File: config.mk
export PLATFORM = sky130hd
export DESIGN_NAME = gpio_port8
export DESIGN_NICKNAME = d
export VERILOG_FILES = /design/src/rtl/gpio_port8.sv
export SDC_FILE = /design/constraint.sdc
export NUM_CORES = 1
export LEC_CHECK = 0
export BUFFER_PORTS_ARGS = -buffer_cell sky130_fd_sc_hd__buf_2
export CORE_UTILIZATION = 30
export CTS_CLUSTER_DIAMETER = 200
export CTS_CLUSTER_SIZE = 10
export DETAILED_ROUTE_END_ITERATION = 16
export PLACE_DENSITY = 0.61
export SKIP_CTS_REPAIR_TIMING = 1
export SKIP_LAST_GASP = 1
export SLEW_MARGIN = 20
export SYNTH_ARGS = -nofsm -noshare
export SYNTH_HDL_FRONTEND = slang
export SYNTH_SLANG_ARGS = --single-unit
File: constraint.sdc
create_clock -name clk -period 0.8 [get_ports clk]
set_clock_uncertainty 0.15 [all_clocks]
set_input_delay 0.08 -clock clk [delete_from_list [all_inputs] [get_ports clk]]
set_output_delay 0.08 -clock clk [all_outputs]
set_load 0.02 [all_outputs]
File: src/rtl/gpio_port8.sv
module gpio_port8 #(
  parameter int          WIDTH       = 8,
  parameter logic [2:0]  SINGLE_CHIP = 3'd7
) (
  input  logic             clk,
  input  logic             rst_n,
  input  logic             hw_stby,
  input  logic             sw_stby,
  input  logic [2:0]       mode,
  input  logic             bus_we,
  input  logic             bus_re,
  input  logic             bus_sel,
  input  logic [WIDTH-1:0] bus_wdata,
  output logic [WIDTH-1:0] bus_rdata,
  input  logic [WIDTH-1:0] pin_in,
  output logic [WIDTH-1:0] pin_out,
  output logic [WIDTH-1:0] pin_oe
);

  logic [WIDTH-1:0] dir_q, dat_q, meta_q, sync_q, rd_q;

  wire wr_ok  = bus_we & ~hw_stby & ~sw_stby;
  wire single = (mode == SINGLE_CHIP);
  wire [WIDTH-1:0] port_view = (dir_q & dat_q) | (~dir_q & sync_q);

  always_ff @(posedge clk or negedge rst_n) begin
    if (!rst_n) begin
      dir_q <= '0;
      dat_q <= '0;
    end else if (hw_stby) begin
      dir_q <= '0;
      dat_q <= '0;
    end else if (wr_ok) begin
      if (bus_sel) dat_q <= bus_wdata;
      else         dir_q <= bus_wdata;
    end
  end

  always_ff @(posedge clk or negedge rst_n) begin
    if (!rst_n) begin
      meta_q <= '0;
      sync_q <= '0;
    end else begin
      meta_q <= pin_in;
      sync_q <= meta_q;
    end
  end

  always_ff @(posedge clk or negedge rst_n) begin
    if (!rst_n)      rd_q <= '0;
    else if (bus_re) rd_q <= bus_sel ? port_view : '1;
  end

  assign bus_rdata = rd_q;
  assign pin_out   = dat_q;
  assign pin_oe    = (single && !hw_stby) ? dir_q : '0;

endmodule

==> qor.csv <==
stage;metric;value;unit
clock_network;clk sink count;40;
sta;Tcrit/Tclk final;1.54;
drt;vias;1172;
logic_synthesis;post-synthesis sequential area ratio;0.633;
layout;n_diodes;0;
setup_path;Slowest-stage cell, CP;dfrtp_1;
global_routing;first-pass GRT wire length;5290;um
global_routing;Total Routing Usage GR;0.131;
drt;initial drt markers;40;
global_routing;largest net degree at the start of global routing;41;
setup_path;r2r startpoint;dir_q[3];
job;Max Cap Viol;0;
die;Cell Rows;26;
layout;fin cells;273;
place;placed inst area;1970;um^2
setup_path;Startpoint Class;flip-flop;
sta;fmax;812;MHz
drt;Post-Route WL;3470;um
setup_path;Critical Path Fanout Max;3;
setup_path;R2R depth;4;
clock_network;number of buffers created by CTS;5;
power_and_ir_drop;maximum VDD drop;1.29;mV
logic_synthesis;ys async rst share;1.00;
power_and_ir_drop;PnR Total Power;4.14;mW
place;port bufs;49;
sta;min cycle time layout;1.23;ns
logic_synthesis;EDFF count, synth;0;
logic_synthesis;biggest area consumer among synthesized cells;dfrtp_1;
sta;max-slew violations;0;
drt;DR WL/cell;12.7;um
layout;Layout Utilization;0.484;
power_and_ir_drop;Power Dens Cells;1680;nW/um^2
sta;final setup fails;48;
status;status;finished with violations;
power_and_ir_drop;LEAKAGE;1.17;nW
logic_synthesis;share of the synthesized area in the top cell type;0.633;
place;dpl ws;-0.355;ns
clock_network;Skew-Pair Late Insertion Delay;0.29;ns
clock_network;CTS tree;built;
logic_synthesis;top-count cell post-synth;dfrtp_1;
worst_hold_path;min-delay worst type;in -> reg;
layout;cell area after layout;2470;um^2
sta;final setup TNS;-10.44;ns
die;die width;74.6;um
die;IO Pins;50;
clock_network;CTS root buf;clkbuf_8;
layout;proportion of layout cells with a drive suffix above 1;0.483;
worst_hold_path;hold path startpoint;bus_wdata[0];
logic_synthesis;Mapped Area;1580;um^2
logic_synthesis;main flop type after synthesis;dfrtp_1;
worst_hold_path;Min-Delay Path Depth;3;
setup_path;crit end category;primary output;
logic_synthesis;Cells after Synth;122;
die;Initial Util;0.310;
logic_synthesis;Area contributors post-synth;dfrtp_1, mux2i_1, nand2b_1;
setup_path;critical path arrival;1.00;ns
logic_synthesis;most frequent cells after synthesis;dfrtp_1, mux2i_1, nand2b_1;
die;CORE AREA;5110;um^2
setup_path;Critical Path, Cell by Cell;and2_4, buf_6;
logic_synthesis;net count after synthesis;148;
drt;first-pass detailed-route iteration total;4;
sta;Final Hold Vio Count;16;
place;Final GP Congestion;0.661;
die;die area;5570;um^2
setup_path;Crit path largest cell delay;0.42;ns
setup_path;R2R Setup Slk;-0.33;ns
layout;P&R area growth vs syn;56.3;%
global_routing;vias in the first global route;1104;
sta;Slew Limit Headroom;0.857;
drt;vias per cell;4.29;
clock_network;H-Tree Depth;2;
setup_path;reg2reg end;bus_rdata[3];
clock_network;CTS clk-pin slew, worst paths;0.08;ns
die;die height;74.6;um
sta;Least-Margin Pin Slew;0.214;ns
status;failing checks;hold timing, setup timing;
logic_synthesis;Synth Warn #;0;
sta;RSZ-0062 raised after global routing;yes;
logic_synthesis;Synth Register Bits;40;
global_routing;Overflow after GRT;0;
worst_hold_path;WHS Endpoint;dir_q[0];
drt;Post-DRT Antenna Nets;0;
setup_path;worst setup path class;reg -> out;
layout;NumNets Final;228;
place;Post-DP HPWL;2230;um
setup_path;CP required;0.57;ns
sta;Worst Slack Setup Final;-0.432;ns
drt;drt drc;0;
clock_network;Max clock buf depth;2;
logic_synthesis;synthesized area per cell;13.0;um^2
global_routing;antenna violations before repair;0;
sta;hold slack;-0.0780;ns
place;Placed Cells;240;
logic_synthesis;count of different cell masters after synthesis;13;
## report_power, final
part / internal, mW / switching, mW / leakage (nW)
combinational: 0.325 / 0.256 / 0.641
clock: 0.688 / 0.686 / 0.0510
sequential: 2.13 / 0.0638 / 0.475
total: 3.14 / 1.01 / 1.17
## cells by family (layout without fill, tap and decap cells)
logic type / after synthesis / in the layout / share of synthesized area
simple gates: 44 / 44 / 0.169
mux: 24 / 24 / 0.152
compound gates: 8 / 8 / 0.0253
buf+inv: 6 / 87 / 0.0214
flops: 40 / 40 / 0.633
## cell type report
type	instances	area [um^2]
Fill cell	499	2640
Tap cell	70	87.6
Clock buffer	6	82.6
Clock inverter	2	10.0
Multi-Input combinational cell	76	576
Timing Repair Buffer	79	706
Sequential cell	40	1010
## critical path: cells and delay by family (launching register included)
kind / cells / cell delay, ns
flops: 1 / 0.42
simple gates: 1 / 0.17
buf+inv: 1 / 0.12
## sequential cells by signal (all words and copies together) (netlist names)
register	cells
bus_rdata	8
dir_q	8
sync_q	8
meta_q	8
pin_out	8
## routing by layer
metal	vias to the layer above	routed length [um]	GRT usage
li1	562	-	-
met4	0	55	0.0566
met5	-	0	0
met2	34	1630	0.198
met1	570	1620	0.177
met3	6	161	0.0379
## worst max path at each step
stage / endpoint / slack, ns / from / cells after the start
after floorplan: dir_q[0] / -0.18 / bus_sel / 3
after global placement: dir_q[2] / -0.34 / bus_sel / 4
after detailed placement: dir_q[3] / -0.36 / bus_sel / 4
after CTS: pin_oe[7] / -0.47 / dir_q[7] / 2
after global routing: pin_oe[0] / -0.47 / dir_q[0] / 2
final: pin_oe[0] / -0.43 / dir_q[0] / 2
## layout by cell type (no fill, tap or decap)
master         instances
dfrtp_1               32
clkinv_2               2
and3b_2                1
dfrtp_2                8
nand2b_4               1
nor2_1                 8
and4b_2                1
mux2i_1               24
nand2b_1              23
or3b_1                 1
dlygate4sd3_1          9
buf_12                 2
and2_4                 8
buf_6                 34
and2_2                 1
buf_2                 25
buf_4                  9
clkbuf_8               6
a21oi_1                8
Power figures use the tool's default switching activity.
